### config.mk
export PLATFORM = sky130hd
export DESIGN_NAME = refresh_sched
export DESIGN_NICKNAME = d
export VERILOG_FILES = /design/src/rtl/rs_pkg.sv /design/src/rtl/rs_rate_table.sv /design/src/rtl/rs_win_timer.sv /design/src/rtl/rs_walker.sv /design/src/rtl/refresh_sched.sv
export SDC_FILE = /design/constraint.sdc
export NUM_CORES = 1
export LEC_CHECK = 0
export BUFFER_PORTS_ARGS = -buffer_cell sky130_fd_sc_hd__buf_2
export CORE_MARGIN = 4
export CORE_UTILIZATION = 50
export CTS_BUF_LIST = sky130_fd_sc_hd__clkbuf_16
export DETAILED_ROUTE_END_ITERATION = 10
export PLACE_DENSITY_LB_ADDON = 0.08
export SLEW_MARGIN = 10
export SYNTH_ARGS = -nofsm -noshare
export SYNTH_HDL_FRONTEND = slang
export SYNTH_SLANG_ARGS = --single-unit
### constraint.sdc
create_clock -name clk -period 8.9 [get_ports clk]
set_input_delay 1.335 -clock clk [delete_from_list [all_inputs] [get_ports clk]]
set_output_delay 1.335 -clock clk [all_outputs]
set_load 0.02 [all_outputs]
### src/rtl/rs_pkg.sv
package rs_pkg;
    typedef enum logic [1:0] {
        WALK_IDLE = 2'd0,
        WALK_EVAL = 2'd1,
        WALK_ISSUE = 2'd2
    } walk_st_e;
endpackage

### src/rtl/rs_rate_table.sv
module rs_rate_table #(
    parameter int ROWS = 64,
    parameter int RW = (ROWS > 1) ? $clog2(ROWS) : 1
) (
    input  logic          clk,
    input  logic          rst_n,
    input  logic          en,
    input  logic          load_we,
    input  logic [RW-1:0] load_row,
    input  logic          load_val,
    input  logic          upg_valid,
    input  logic [RW-1:0] upg_row,
    input  logic [RW-1:0] rd_row,
    output logic          rd_fast
);
    typedef struct packed {
        logic [ROWS-1:0] bits;
    } tbl_t;

    tbl_t tbl_d, tbl_q;
    logic [ROWS-1:0] upg_hit;

    always_comb begin
        tbl_d = tbl_q;
        for (int i = 0; i < ROWS; i++) begin
            upg_hit[i] = upg_valid && (upg_row == RW'(i));
            if (!en && load_we && (load_row == RW'(i)))
                tbl_d.bits[i] = load_val;
            if (upg_hit[i])
                tbl_d.bits[i] = 1'b1;
        end
    end

    always_comb begin
        rd_fast = 1'b0;
        for (int i = 0; i < ROWS; i++)
            if (rd_row == RW'(i))
                rd_fast = tbl_q.bits[i] | upg_hit[i];
    end

    always_ff @(posedge clk) begin
        if (!rst_n) tbl_q <= '0;
        else        tbl_q <= tbl_d;
    end

    for (genvar g = 0; g < ROWS; g++) begin : g_bit_chk

        no_downgrade_chk: assert property (@(posedge clk) disable iff (!rst_n)
            (en && tbl_q.bits[g]) |=> tbl_q.bits[g]);

        upgrade_sets_chk: assert property (@(posedge clk) disable iff (!rst_n)
            (upg_valid && upg_row == RW'(g)) |=> tbl_q.bits[g]);
    end
endmodule

### src/rtl/rs_win_timer.sv
module rs_win_timer #(
    parameter int WIN_TICKS = 64000,
    parameter int CW = (WIN_TICKS > 1) ? $clog2(WIN_TICKS) : 1
) (
    input  logic clk,
    input  logic rst_n,
    input  logic en,
    input  logic tick,
    input  logic take,
    output logic due
);
    localparam logic [CW-1:0] LAST = CW'(WIN_TICKS - 1);

    typedef struct packed {
        logic [CW-1:0] cnt;
        logic          due;
    } tmr_t;

    tmr_t tmr_d, tmr_q;
    logic wrap;

    always_comb begin
        tmr_d = tmr_q;
        wrap  = 1'b0;
        if (en && tick) begin
            if (tmr_q.cnt == LAST) begin
                tmr_d.cnt = '0;
                wrap      = 1'b1;
            end else begin
                tmr_d.cnt = tmr_q.cnt + 1'b1;
            end
        end
        tmr_d.due = (tmr_q.due && !take) || wrap;
    end

    assign due = tmr_q.due;

    always_ff @(posedge clk) begin
        if (!rst_n) begin
            tmr_q.cnt <= '0;
            tmr_q.due <= 1'b1;
        end else begin
            tmr_q <= tmr_d;
        end
    end


    cnt_in_window_chk: assert property (@(posedge clk) disable iff (!rst_n)
        tmr_q.cnt <= LAST);
endmodule

### src/rtl/rs_walker.sv
module rs_walker #(
    parameter int ROWS = 64,
    parameter int SLOW_MULT = 4,
    parameter int RW = (ROWS > 1) ? $clog2(ROWS) : 1,
    parameter int PW = (SLOW_MULT > 1) ? $clog2(SLOW_MULT) : 1
) (
    input  logic          clk,
    input  logic          rst_n,
    input  logic          en,
    input  logic          due,
    input  logic          rd_fast,
    input  logic          ref_ready,
    output logic          take,
    output logic [RW-1:0] rd_row,
    output logic          ref_valid,
    output logic [RW-1:0] ref_row
);
    import rs_pkg::*;

    localparam logic [RW-1:0] LAST_ROW = RW'(ROWS - 1);
    localparam logic [PW-1:0] LAST_PH  = PW'(SLOW_MULT - 1);

    typedef struct packed {
        walk_st_e      st;
        logic [RW-1:0] row;
        logic [PW-1:0] phase;
    } walk_t;

    walk_t w_d, w_q;
    logic  need;
    logic [PW-1:0] phase_nx;

    always_comb begin
        w_d      = w_q;
        take     = 1'b0;
        need     = rd_fast || (w_q.phase == '0);
        phase_nx = (w_q.phase == LAST_PH) ? '0 : w_q.phase + 1'b1;
        unique case (w_q.st)
            WALK_IDLE: begin
                if (en && due) begin
                    take    = 1'b1;
                    w_d.st  = WALK_EVAL;
                    w_d.row = '0;
                end
            end
            WALK_EVAL: begin
                if (need) begin
                    w_d.st = WALK_ISSUE;
                end else if (w_q.row == LAST_ROW) begin
                    w_d.st    = WALK_IDLE;
                    w_d.phase = phase_nx;
                end else begin
                    w_d.row = w_q.row + 1'b1;
                end
            end
            WALK_ISSUE: begin
                if (ref_ready) begin
                    if (w_q.row == LAST_ROW) begin
                        w_d.st    = WALK_IDLE;
                        w_d.phase = phase_nx;
                    end else begin
                        w_d.st  = WALK_EVAL;
                        w_d.row = w_q.row + 1'b1;
                    end
                end
            end
            default: w_d.st = WALK_IDLE;
        endcase
    end

    assign rd_row    = w_q.row;
    assign ref_valid = (w_q.st == WALK_ISSUE);
    assign ref_row   = w_q.row;

    always_ff @(posedge clk) begin
        if (!rst_n) begin
            w_q.st    <= WALK_IDLE;
            w_q.row   <= '0;
            w_q.phase <= '0;
        end else begin
            w_q <= w_d;
        end
    end


    req_hold_chk: assert property (@(posedge clk) disable iff (!rst_n)
        (ref_valid && !ref_ready) |=> (ref_valid && $stable(ref_row)));

    row_in_range_chk: assert property (@(posedge clk) disable iff (!rst_n)
        ref_valid |-> ({1'b0, ref_row} <= {1'b0, LAST_ROW}));

    row_ascend_chk: assert property (@(posedge clk) disable iff (!rst_n)
        (ref_valid && ref_ready && ref_row != LAST_ROW) |=> (w_q.row == $past(ref_row) + 1'b1));

    slow_only_phase0_chk: assert property (@(posedge clk) disable iff (!rst_n)
        (w_q.st == WALK_EVAL && w_q.phase != '0 && !rd_fast) |=> !ref_valid);
endmodule

### src/rtl/refresh_sched.sv
module refresh_sched #(
    parameter int ROWS = 64,
    parameter int WIN_TICKS = 64000,
    parameter int SLOW_MULT = 4,
    parameter int RW = (ROWS > 1) ? $clog2(ROWS) : 1
) (
    input  logic          clk,
    input  logic          rst_n,
    input  logic          en,
    input  logic          tick,
    input  logic          load_we,
    input  logic [RW-1:0] load_row,
    input  logic          load_val,
    input  logic          upg_valid,
    input  logic [RW-1:0] upg_row,
    output logic          ref_valid,
    output logic [RW-1:0] ref_row,
    input  logic          ref_ready
);
    logic          due;
    logic          take;
    logic          rd_fast;
    logic [RW-1:0] rd_row;

    rs_win_timer #(.WIN_TICKS(WIN_TICKS)) u_timer (
        .clk(clk), .rst_n(rst_n), .en(en), .tick(tick), .take(take), .due(due)
    );

    rs_rate_table #(.ROWS(ROWS), .RW(RW)) u_table (
        .clk(clk), .rst_n(rst_n), .en(en),
        .load_we(load_we), .load_row(load_row), .load_val(load_val),
        .upg_valid(upg_valid), .upg_row(upg_row),
        .rd_row(rd_row), .rd_fast(rd_fast)
    );

    rs_walker #(.ROWS(ROWS), .SLOW_MULT(SLOW_MULT), .RW(RW)) u_walk (
        .clk(clk), .rst_n(rst_n), .en(en), .due(due), .rd_fast(rd_fast),
        .ref_ready(ref_ready), .take(take), .rd_row(rd_row),
        .ref_valid(ref_valid), .ref_row(ref_row)
    );
endmodule

==> metrics <==
status=complete, no violations; worst r2r dst=u_walk.rd_row[2]; Least-Margin Pin Slew=1.25 ns; Worst Setup SP=upg_row[4]; H-Tree Level Count=3; Die Span Y=120 µm; Final Hold Viols=0; io pins=27; Clock transition at path regs=0.07 ns; Root Driver=clkbuf_16; min-delay src=u_timer.due; max-cap violation count=0; mapped cell area=6290 µm²; 1st-iter DRT viols=559; leading area contributor after synthesis=dfxtp_1; Post-Route Setup TNS=0 ns; crit end category=flop; IO buf count=26; Final period util=50.8%; FFs w/ async S/R, synth=0%; unrepaired setup endpoints after global routing=false; worst reg2reg startpoint=u_walk.rd_row[0]; cts hold-fix bufs=0; ratio of cells with drive above 1 in the final layout=10.7%; n_diodes=0; P_leak=0.00249 µW; Core Region=12,200 µm²; Max Fclk=221 MHz; total number of vias=5,909; Mapped Cells=798; Startpoint Class=primary input; # DRC=0; hpwl dp=12.7 mm; top cells by count, synth=150 x nand2_1, 91 x dfxtp_1, 65 x mux2i_1; Final Non-Filler Cells=950; Register-to-Register Setup Slack=5.02 ns; number of global-route vias before repair=5,454; row count=40; Total GRT Usage=26.2%; Fin Hold WS=0.456 ns; reg2reg path depth=12; largest net degree at the start of global routing=85; Worst Setup Path Type=primary input to flop; register area share after synthesis=28.9%; setup ws final=4.38 ns; placer congestion estimate=0.917; WL/cell=19.8 µm; Power Density=149 nW/µm²; dpl ws=4.12 ns; nets=809; Post-synth EDFFs=0; CTS tree=done; Post-DRT Antenna Nets=0; Mean Syn Cell Area=7.89 µm²; Starting Density=51.8%; total iterations of the first detailed-routing run=6; Hold Crit Depth=1; Worst EP required=9.20 ns; Post-CTS Repair Setup Buffers=0; Tmin final=4.52 ns; Hold Path Sink=u_timer.due; Peak VDD IR=0.0996 mV; # resized after CTS=0; Post-synth top flop=dfxtp_1; clk_lat worst skew=0.36 ns; top cell type's share of synthesized area=28.9%; initial antenna violation count=0; Vias/cell=6.22; Die W=120 µm; post-synth cell types=82; Worst Skew=0.00694 ns; dominant cells by area after synthesis=dfxtp_1 29%, mux2i_1 10%, nand2_1 8.9%; CP arrival=4.82 ns; Routed WL=18.8 mm; Post-Place Cells=935; clock buffer depth=2; yosys warns=0; Min-Delay Path Class=flop to flop; most common cell in the netlist=nand2_1; Final setup violation count=0; Slew Viols, Final=0; total die area=14,400 µm²; area grow syn2layout=5.74%; grt total ovfl=0; total CTS buffers=9; critical path peak fanout=28; #FFs+latches synth=91; Clock Sinks=91; Max-Slew Margin vs Limit=16.7%; Net Count, Synth=829; first-pass GRT wire length=30.1 mm
layout by cell type (no fill, tap or decap), drive strengths merged, types with 4 or more instances in the layout:
cell type / instances
and4b: 4
o31ai: 7
dfxtp: 91
nor4b: 9
inv: 9
o21ai: 20
nor3: 19
or3: 5
o21a: 8
mux2: 4
nand4: 11
a2111oi: 4
clkinv: 4
nand2: 151
nor3b: 4
nand2b: 10
buf: 31
and3: 6
clkbuf: 9
a211oi: 7
o221ai: 6
ha: 11
xor2: 6
nor2b: 11
nand3: 13
nor2: 63
xnor2: 5
or3b: 4
or2: 6
a21boi: 61
or4: 4
a21oi: 50
mux2i: 65
and2: 11
a211o: 5
per-stage QoR:
step | utilization [%] | area, µm² | power (µW)
after floorplan | - | 6290 | 577
after global placement | 52.5 | 6390 | 625
after detailed placement | 52.5 | 6390 | 631
after CTS | 54.7 | 6660 | 993
after global routing | 54.7 | 6660 | 1030
final | 54.7 | 6660 | 991
critical path, cell delays in order:
cell	delay (ns)
buf_2	0.12
and3b_1	0.96
nand2_1	0.15
nor4b_1	0.21
o32ai_1	0.35
nor4b_2	0.26
o221ai_1	0.18
a221oi_2	0.39
o31ai_4	0.17
a21boi_4	0.28
or2_2	0.21
o221a_2	0.19
cells by family (layout without fill, tap and decap cells):
| family | count (synthesis) | in the layout | synth area share (%) |
|---|---|---|---|
| compound gates | 198 | 198 | 22.6 |
| xor+xnor | 11 | 11 | 1.53 |
| fa+ha+maj | 11 | 11 | 2.19 |
| buf+inv | 70 | 54 | 5.07 |
| flops | 91 | 91 | 28.9 |
| mux | 69 | 69 | 11.1 |
| simple gates | 348 | 348 | 28.7 |
layer usage:
metal	wire length, µm	share of wire [%]	GRT usage, %	vias to the layer above
li1	-	-	-	2799
met1	8370	44	35.7	2828
met2	8450	45	40.5	238
met3	1340	7.1	4.30	44
met4	650	3.5	12.7	0
met5	0	0	0	-
how the worst max path moves through the flow:
stage                        to  slack, ns  depth (start not counted)
2_1_floorplan     u_walk.w_q[0]       5.00                         12
3_3_place_gp   u_walk.rd_row[5]       4.16                         12
3_5_place_dp   u_walk.rd_row[2]       4.12                         12
4_1_cts        u_walk.rd_row[2]       4.44                         12
5_1_grt        u_walk.rd_row[2]       4.17                         12
6_report       u_walk.rd_row[2]       4.38                         12
power by group:
| part | internal (µW) | total, µW | leakage [µW] | switching [µW] |
|---|---|---|---|---|
| clock network | 189 | 366 | 0.000129 | 177 |
| logic | 65.5 | 197 | 0.00163 | 132 |
| registers | 417 | 428 | 0.000734 | 11.1 |
| total | 671 | 991 | 0.00249 | 320 |
area by class of cell:
type	count	area [µm²]
clock inverters	6	42.5
clock buffers	9	225
fillers	1186	5510
flip-flops and latches	91	1820
inverters	8	30.0
well taps	168	210
multi-input cells	637	4160
repair buffers	31	168
flip-flops by register name (all words and copies together), names as in the netlist:
signal	count
u_table.tbl_q	64
u_timer.due	1
u_timer.tmr_q	16
u_walk.rd_row	6
u_walk.w_q	4
Note: power is estimated with default switching activity, not from simulation.
